`src/rtl/oneshot_pkg.sv`:
```
package oneshot_pkg;
  // Strobes from control to datapath.
  typedef struct packed {
    logic clrPsc;   // restart the count-source prescaler
    logic loadCnt;  // copy reload register into the counter
    logic decCnt;   // decrement the counter by one
  } dpCtl_t;

  // Low three mode bits that enable one-shot operation.
  localparam logic [2:0] MODE_KEY = 3'b110;
endpackage

```
`src/rtl/oneshot_dp.sv`:
```
module oneshot_dp
  import oneshot_pkg::*;
#(
  parameter int CNT_W     = 16,
  parameter int DIV0_LOG2 = 1,
  parameter int DIV1_LOG2 = 4,
  parameter int DIV2_LOG2 = 6,
  parameter int DIV3_LOG2 = 9
) (
  input  logic             clk,
  input  logic             rstN,
  input  dpCtl_t           ctl,
  input  logic             busy,
  input  logic [1:0]       divSel,
  input  logic             dataWe,
  input  logic [CNT_W-1:0] dataIn,
  output logic             tick,
  output logic [CNT_W-1:0] cntVal
);
  localparam int PSC_W = DIV3_LOG2;

  logic [PSC_W-1:0] psc;
  logic [PSC_W-1:0] pscLimit;
  logic [CNT_W-1:0] reloadReg;

  always_comb begin
    case (divSel)
      2'd0:    pscLimit = PSC_W'((1 << DIV0_LOG2) - 1);
      2'd1:    pscLimit = PSC_W'((1 << DIV1_LOG2) - 1);
      2'd2:    pscLimit = PSC_W'((1 << DIV2_LOG2) - 1);
      default: pscLimit = PSC_W'((1 << DIV3_LOG2) - 1);
    endcase
  end

  assign tick = busy && (psc == pscLimit);

  always_ff @(posedge clk) begin
    if (!rstN) begin
      psc <= '0;
    end else if (ctl.clrPsc) begin
      psc <= '0;
    end else if (busy) begin
      psc <= (psc == pscLimit) ? '0 : psc + 1'b1;
    end
  end

  always_ff @(posedge clk) begin
    if (!rstN) begin
      reloadReg <= '0;
      cntVal    <= '0;
    end else begin
      if (dataWe) reloadReg <= dataIn;
      if (ctl.loadCnt)           cntVal <= reloadReg;
      else if (ctl.decCnt)       cntVal <= cntVal - 1'b1;
      else if (dataWe && !busy)  cntVal <= dataIn;
    end
  end
endmodule

```
`src/rtl/oneshot_ctrl.sv`:
```
module oneshot_ctrl
  import oneshot_pkg::*;
#(
  parameter int CNT_W  = 16,
  parameter int SYNC_N = 2
) (
  input  logic             clk,
  input  logic             rstN,
  input  logic             modeWe,
  input  logic [7:0]       modeData,
  input  logic             startWe,
  input  logic             startData,
  input  logic             swTrig,
  input  logic             trigPin,
  input  logic             tick,
  input  logic [CNT_W-1:0] cntVal,
  output dpCtl_t           ctl,
  output logic             busy,
  output logic             pulseOut,
  output logic             irqPulse,
  output logic [1:0]       divSel
);
  logic [7:0]        modeReg;
  logic              runOn;
  logic [SYNC_N-1:0] syncQ;
  logic              pinPrev;
  logic              tickSeen;

  logic modeOk, active, extSel, riseSel, pinEdge, trigEvt;
  logic cntZero, cntOne, startIdle, retrig, terminal;

  always_comb begin
    modeOk    = (modeReg[2:0] == MODE_KEY) && !modeReg[5];
    active    = modeOk && runOn;
    extSel    = modeReg[4];
    riseSel   = modeReg[3];
    divSel    = modeReg[7:6];
    pinEdge   = riseSel ? (syncQ[SYNC_N-1] && !pinPrev)
                        : (!syncQ[SYNC_N-1] && pinPrev);
    trigEvt   = active && (extSel ? pinEdge : swTrig);
    cntZero   = (cntVal == '0);
    cntOne    = (cntVal == CNT_W'(1));
    startIdle = trigEvt && !busy && !cntZero;
    retrig    = trigEvt && busy && tickSeen;
    terminal  = busy && tick && cntOne;
    ctl.clrPsc  = startIdle || retrig;
    ctl.loadCnt = retrig || terminal;
    ctl.decCnt  = busy && tick && !cntOne && !retrig;
    pulseOut    = busy && active;
  end

  always_ff @(posedge clk) begin
    if (!rstN) begin
      modeReg  <= '0;
      runOn    <= 1'b0;
      syncQ    <= '0;
      pinPrev  <= 1'b0;
      tickSeen <= 1'b0;
      busy     <= 1'b0;
      irqPulse <= 1'b0;
    end else begin
      if (modeWe)  modeReg <= modeData;
      if (startWe) runOn   <= startData;
      syncQ   <= {syncQ[SYNC_N-2:0], trigPin};
      pinPrev <= syncQ[SYNC_N-1];

      if (startIdle || retrig) tickSeen <= 1'b0;
      else if (tick)           tickSeen <= 1'b1;

      if (!active)                busy <= 1'b0;
      else if (startIdle||retrig) busy <= 1'b1;
      else if (terminal)          busy <= 1'b0;

      irqPulse <= active && terminal && !retrig;
    end
  end
endmodule

```
`src/rtl/oneshot_timer.sv`:
```
module oneshot_timer
  import oneshot_pkg::*;
#(
  parameter int CNT_W     = 16,
  parameter int SYNC_N    = 2,
  parameter int DIV0_LOG2 = 1,
  parameter int DIV1_LOG2 = 4,
  parameter int DIV2_LOG2 = 6,
  parameter int DIV3_LOG2 = 9
) (
  input  logic             clk,
  input  logic             rstN,
  input  logic             modeWe,
  input  logic [7:0]       modeData,
  input  logic             startWe,
  input  logic             startData,
  input  logic             swTrig,
  input  logic             trigPin,
  input  logic             dataWe,
  input  logic [CNT_W-1:0] dataIn,
  output logic             pulseOut,
  output logic             irqPulse
);
  dpCtl_t           ctl;
  logic             busy;
  logic             tick;
  logic [1:0]       divSel;
  logic [CNT_W-1:0] cntVal;

  oneshot_ctrl #(.CNT_W(CNT_W), .SYNC_N(SYNC_N)) u_ctrl (
    .clk(clk), .rstN(rstN), .modeWe(modeWe), .modeData(modeData),
    .startWe(startWe), .startData(startData), .swTrig(swTrig),
    .trigPin(trigPin), .tick(tick), .cntVal(cntVal), .ctl(ctl),
    .busy(busy), .pulseOut(pulseOut), .irqPulse(irqPulse), .divSel(divSel)
  );

  oneshot_dp #(
    .CNT_W(CNT_W), .DIV0_LOG2(DIV0_LOG2), .DIV1_LOG2(DIV1_LOG2),
    .DIV2_LOG2(DIV2_LOG2), .DIV3_LOG2(DIV3_LOG2)
  ) u_dp (
    .clk(clk), .rstN(rstN), .ctl(ctl), .busy(busy), .divSel(divSel),
    .dataWe(dataWe), .dataIn(dataIn), .tick(tick), .cntVal(cntVal)
  );
endmodule

```
`config.mk`:
```
export PLATFORM = sky130hd
export DESIGN_NAME = oneshot_timer
export DESIGN_NICKNAME = d
export VERILOG_FILES = /design/src/rtl/oneshot_pkg.sv /design/src/rtl/oneshot_dp.sv /design/src/rtl/oneshot_ctrl.sv /design/src/rtl/oneshot_timer.sv
export SDC_FILE = /design/constraint.sdc
export NUM_CORES = 1
export LEC_CHECK = 0
export CAP_MARGIN = 40
export CORE_ASPECT_RATIO = 1.75
export CORE_MARGIN = 3
export CORE_UTILIZATION = 57
export CTS_CLUSTER_DIAMETER = 120
export DETAILED_ROUTE_END_ITERATION = 8
export DONT_BUFFER_PORTS = 1
export PLACE_DENSITY_LB_ADDON = 0.15
export SLEW_MARGIN = 20
export SYNTH_ARGS = -nofsm -noshare
export SYNTH_HDL_FRONTEND = slang
export SYNTH_SLANG_ARGS = --single-unit
```
`constraint.sdc`:
```
create_clock -name clk -period 2.05 [get_ports clk]
set_input_delay 0.1025 -clock clk [delete_from_list [all_inputs] [get_ports clk]]
set_output_delay 0.1025 -clock clk [all_outputs]
set_load 0.05 [all_outputs]
```
Yosys cells after proc, flatten, opt, wreduce, memory -nomap -nowiden

Index checks and enable logic that the tools add are counted.

Bits in registers: 56
Memories: 0
Bits in writable memories: 0
Output and inout port bits: 2
Bits in latches: 0
Memory bits (read-only): 0
Logic and storage cells: 60
Input port bits: 32

Magnitude comparators: 0
Equality and inequality tests: 5
Div/mod/pow operators: 0
$mul: 0
Shifts and indexed selects: 0
$add $sub $neg: 2
Reductions and logical operators: 33
Mux-type cells: 9
Bitwise logic cells: 1

Operator list:

| operator                | count |
|---|---|
| $mux W16                | 3 |
| $pmux W9 S3             | 1 |
| $logic_and A1 B1 Y1     | 18 |
| $eq A16 B1 Y1 const B   | 1 |
| $logic_not A16 Y1       | 1 |
| $sub A16 B1 Y16 const B | 1 |
| $add A9 B1 Y9 const B   | 1 |
| $eq A9 B9 Y1            | 1 |
| $mux W9                 | 1 |
| $logic_not A1 Y1        | 7 |
| $mux W1                 | 4 |
| $eq A3 B3 Y1 const B    | 1 |
| $reduce_bool A3 Y1      | 1 |
| $eq A2 B1 Y1 const B    | 1 |
| $eq A2 B2 Y1 const B    | 1 |
| $logic_not A2 Y1        | 1 |
| $logic_or A1 B1 Y1      | 2 |
| $reduce_and A2 Y1       | 1 |
| $reduce_bool A2 Y1      | 1 |
| $reduce_or A2 Y1        | 1 |
| $not A1 Y1              | 1 |

Depth between registers and ports, before layout

Word-level depth: 11
Depth in mapped cells: 9
Depth with buffers taken out: 8

Modules after synthesis

A second synthesis with hierarchy kept.

Cells, all modules: 315
Area, all modules: 2895.3 µm²

Modules (own cells, without submodules):

| module       | sequential area each (µm²) | area each (µm²) | cells an instance | times used |
|---|---|---|---|---|
| oneshot_dp   | 820.8                      | 2189.6          | 244               | 1 |
| oneshot_ctrl | 300.3                      | 705.7           | 71                | 1 |

Least setup slack after synthesis

Ideal clock, no wire load.

Path kind: register to register
Start point: reg u_ctrl.busy
End point: reg u_dp.cntVal[13]
Clock period less this slack: 3041 ps
Slack: -991 ps
Setup time: 119 ps
Buffers on the path: 1
Cell stages (with the launch flop): 8
Arrival time: 2923 ps
Cells stage by stage: dfxtp_1 -> clkbuf_1 -> inv_1 -> nor3_1 -> nand3_1 -> a31oi_1 -> a21boi_0 -> o221a_2

Word-level cells in the longest chain between the ends: 6

Ends and longest elaborated chain:

| what                                                    | line                                                       | text |
|---|---|---|
| start: declaration                                      | oneshot_ctrl.sv:18                                         | `output logic busy,` |
| start signal: assignment                                | oneshot_ctrl.sv:59                                         | `busy <= 1'b0;` |
| start signal: assignment                                | oneshot_ctrl.sv:70                                         | `if (!active) busy <= 1'b0;` |
| start signal: assignment                                | oneshot_ctrl.sv:71                                         | `else if (startIdle\|\|retrig) busy <= 1'b1;` |
| $logic_and A1 B1 Y1 (on tied branches)                  | oneshot_dp.sv:35, oneshot_ctrl.sv:44                       |  |
| $logic_and A1 B1 Y1 (on tied branches)                  | oneshot_ctrl.sv:45, oneshot_ctrl.sv:48, oneshot_ctrl.sv:44 |  |
| $logic_and A1 B1 Y1 or $logic_not A1 Y1 (tied branches) | oneshot_ctrl.sv:48                                         | `ctl.decCnt = busy && tick && !cntOne && !retrig;` |
| $logic_and A1 B1 Y1                                     | oneshot_ctrl.sv:48                                         |  |
| $mux W16                                                | oneshot_dp.sv:54                                           | `else if (ctl.decCnt) cntVal <= cntVal - 1'b1;` |
| $mux W16                                                | oneshot_dp.sv:53                                           | `if (ctl.loadCnt) cntVal <= reloadReg;` |
| end signal: assignment                                  | oneshot_dp.sv:53                                           |  |
| end signal: assignment                                  | oneshot_dp.sv:54                                           |  |
| end signal: assignment                                  | oneshot_dp.sv:55                                           | `else if (dataWe && !busy) cntVal <= dataIn;` |
| end: declaration                                        | oneshot_dp.sv:18                                           | `output logic [CNT_W-1:0] cntVal` |

Parallel ways exist; a longest one is shown, timed or not.
A chain may end at the register's enable or synchronous reset.

Worst setup path after layout

Start point: reg u_ctrl.modeReg[6]
End point: reg u_dp.cntVal[15]

Word-level cells in the longest chain between the ends: 9

Ends and longest elaborated chain:

| what                                 | line                                   | text |
|---|---|---|
| start: declaration                   | oneshot_ctrl.sv:23                     | `logic [7:0] modeReg;` |
| start signal: assignment             | oneshot_ctrl.sv:62                     | `if (modeWe) modeReg <= modeData;` |
| $eq A2 B2 Y1 (tied with other cells) | oneshot_dp.sv:27                       | `case (divSel)` |
| $pmux W9 S3 *                        | oneshot_dp.sv:27                       |  |
| $eq A9 B9 Y1 *                       | oneshot_dp.sv:35                       | `assign tick = busy && (psc == pscLimit);` |
| $logic_and A1 B1 Y1 *                | oneshot_dp.sv:35                       |  |
| $logic_and A1 B1 Y1 *                | oneshot_ctrl.sv:45, oneshot_ctrl.sv:48 |  |
| $logic_and A1 B1 Y1 (2 in series)    | oneshot_ctrl.sv:48                     |  |
| $mux W16                             | oneshot_dp.sv:54                       |  |
| $mux W16                             | oneshot_dp.sv:53                       |  |

Mark *: on every way between the ends. The rest lies on a longest branch, timed or not.

==> results.md <==
- Most frequent cells after synthesis: dfxtp_1, nor2_1, nand2_1
- Vias per cell: around 6.3
- CTS H-tree lvls: 2
- Post-synthesis cell area: 0.00293 mm2
- First-pass iteration count of the detailed router: 4
- Syn_nets: around 360
- FMAX: 475 MHz
- Root Buffer: clkbuf_8
- Detailed-route via count: a little under 3k
- CTS buffer count: 5
- Global-route wire length before repair: 14.2 mm
- Core ar.: between 0.004 and 0.005 mm2
- Most area-consuming cells after synthesis: dfxtp_1, mux2i_1, nor2_1, nand2_1, xor2_1
- Setup crit start kind: flop
- Detailed Route WL: 8.80 mm
- Clk slew on worst S/H paths: 100 ps
- Worst Hold Class: input pin to flop
- Placed cells: between 400 and 500
- Primary FF master, synth: dfxtp_1
- Slew HR: 54.6%
- Hpwl dp: 5.64 mm
- Crit path DAT: 2320 ps
- Max incr delay on CP: around 520 ps
- Hold Violations, Final: 0
- Hold path depth: 1
- Clock period minus final worst setup slack: 2110 ps
- Final Net Count: 447
- #FFs+latches synth: 56
- Die W: between 60 and 70 um
- ANT cells: 0
- RD Place Congestion: 0.915
- DRT iter0 DRCs: 178
- Crit Path Category: flop to flop
- Setup violators final: 12
- Leak: 0.00165 uW
- Reg2Reg Depth: 6
- Yosys top cell by area: dfxtp_1
- Post-DP Area: 0.00337 mm2
- Post-Layout Inst Area: 0.00406 mm2
- Reg-to-reg startpoint: u_ctrl.modeReg[6]
- Final antenna-violating net count: 0
- Unrepaired setup endpoints after global routing: true
- WHS: 7.16 ps
- Total of max-cap violations: 0
- Failing checks: setup timing
- IO buf count: 0
- Async set-or-reset flop fraction in the synthesized netlist: 0%
- GRT Util Overall: a little over 30%
- Number of clock sinks: 56
- Skew-Pair Late Insertion Delay: 310 ps
- Worst IR drop on VDD: around 0.0006 V
- Status: finished with violations
- Pwr per Cell Area: 583 mW/mm2
- Synth Warn #: 0
- Crit path required time: 2270 ps
- Die ar.: 0.00608 mm2
- Slew @ Worst Pin: 680 ps
- Reg2reg setup slack: -60 ps
- Post-Syn Instances: 329
- Pin count of the biggest net entering global routing: 19
- Hold Path Sink: u_ctrl.irqPulse
- Period utilization: 103%
- Library cells used by synthesis: 59
- Register area: 0.00113 mm2
- Clk buf depth: 2
- Fill cell count: 281
- Multi-input logic area: 0.00191 mm2
- Hold path start: rstN
- Antenna violations before repair: 0
- Number of global-route vias before repair: 3129
- Cell row count: 33
- Mapped Avg Cell Area: 8.91 um2
- Slowest CP cell: or4_4
- Initial Utilization: just over 60%
- Io pins: 34
- Drc violations: 0
- Die Ht: 101 um
- Non-Filler Instances: roughly 470
- Area Growth Syn to Fin: 38.3%
- DR WL/cell: roughly 19 um
- Worst-path fanout max: 7
- Clock Skew: 8.38 ps
- RR Endpoint: u_dp.cntVal[15]
- Number of synthesized flops with an enable pin: 0
- Share of the yosys chip area belonging to registers: 38.2%
- Setup_tns: -420 ps
- GRT Residual Overflow: 0
- Cells along the critical path: or4_4 > o21a_4 > or3_4 > nand3_4 > o21ai_0 > nor3_1
- Share of post-route cells with drive strength above 1: 29.1%
- CP endpoint kind: flop
- Top cell type's share of synthesized area: 38.2%
- Fin. max-slew vios: 0
- Setup ws final: -55.3 ps
- TritonCTS clock tree: yes
==> kinds of logic (layout without fill, tap and decap cells) <==
group,Yosys count,after routing,share of synthesized area [%]
mux,30,30,10.4
buf+inv,19,103,3.37
flops,56,56,38.2
xor+xnor,13,13,3.88
fa+ha+maj,3,3,1.28
simple gates,148,148,27.4
compound gates,60,60,15.4
==> through the flow <==
step / utilization (%) / total power [uW] / setup WS, ps
floorplan: - / 1440 / -102
global placement: 69.7 / 1530 / -107
detailed placement: 69.7 / 1540 / -151
CTS: 81.3 / 2330 / -43.2
global route: 83.9 / 2440 / -151
finish: 83.9 / 2370 / -55.3
==> layout make-up <==
| type | count | share of cell area [%] |
|---|---|---|
| Clock inverter | 2 | 0.864 |
| Multi-Input combinational cell | 254 | 47.1 |
| Sequential cell | 56 | 27.8 |
| Clock buffer | 6 | 1.79 |
| Timing Repair Buffer | 91 | 20.5 |
| Tap cell | 52 | 1.60 |
| Inverter | 4 | 0.370 |
==> timing repair <==
item                       CTS  global route
pin swaps                    5             3
buffers inserted             4             0
cloned                       0             0
setup endpoints to repair   25            26
hold endpoints to repair    38             0
hold buffers                37             0
resized for setup           17            20
==> sequential cells by signal, indices dropped and copies added (netlist names) <==
name and count:
u_dp.psc 9, u_ctrl.pinPrev 1, u_dp.reloadReg 16, u_ctrl.syncQ 2, u_ctrl.runOn 1, u_ctrl.modeReg 8, u_dp.cntVal 16, u_ctrl.irqPulse 1
u_ctrl.busy 1, u_ctrl.tickSeen 1
==> per-layer routing <==
layer / share of wire (%) / routed length, um / GRT usage [%]
met1: 36 / 3170 / 30.9
met2: 56 / 4890 / 56.0
met3: 4.0 / 355 / 4.62
met4: 4.4 / 383 / 18.4
met5: 0 / 0 / 0
==> placed cells by master, fill, tap and decap left out, types with 4 or more instances in the layout <==
| master | netlist | routed |
|---|---|---|
| dfxtp_1 | 56 | 52 |
| mux2_2 | 4 | 4 |
| nor2_1 | 56 | 51 |
| and3_1 | 7 | 5 |
| nor4_4 | 3 | 5 |
| nor2_2 | 0 | 5 |
| dlygate4sd3_1 | 0 | 37 |
| a21oi_1 | 7 | 4 |
| nand4_1 | 9 | 9 |
| buf_4 | 2 | 47 |
| nor3_1 | 10 | 7 |
| mux2i_1 | 26 | 26 |
| o21ai_0 | 11 | 9 |
| dfxtp_2 | 0 | 4 |
| inv_1 | 4 | 4 |
| clkbuf_8 | 0 | 5 |
| xor2_1 | 10 | 10 |
| nand3_1 | 7 | 6 |
| nand2_1 | 27 | 24 |
| or4_1 | 6 | 4 |
| o211ai_1 | 6 | 6 |
==> report_power, final <==
| group | internal, uW | switching, uW |
|---|---|---|
| Sequential | 1140 | 51.0 |
| Clock | 363 | 358 |
| Combinational | 241 | 210 |
| Total | 1750 | 619 |
==> critical path: cells and delay by family, from the launching register on <==
kind | cells | cell delay [ps]
AND/OR/NAND/NOR | 4 | 1340
AO/OA/AOI/OAI | 2 | 350
flip-flops | 1 | 330
==> worst max-delay path by stage <==
| stage | slack [ps] | to | from | cells past startpoint |
|---|---|---|---|---|
| 6_report | -60 | u_dp.cntVal[15] | u_ctrl.modeReg[6] | 6 |
| 5_1_grt | -150 | u_dp.cntVal[11] | u_ctrl.modeReg[6] | 9 |
| 4_1_cts | -40 | u_dp.cntVal[13] | u_ctrl.modeReg[6] | 6 |
| 3_5_place_dp | -150 | u_dp.cntVal[13] | u_ctrl.modeReg[6] | 6 |
| 3_3_place_gp | -110 | u_dp.cntVal[13] | u_ctrl.modeReg[6] | 6 |
| 2_1_floorplan | -100 | u_dp.cntVal[13] | u_ctrl.modeReg[6] | 7 |
No activity file was read; power rests on OpenSTA's default activity.
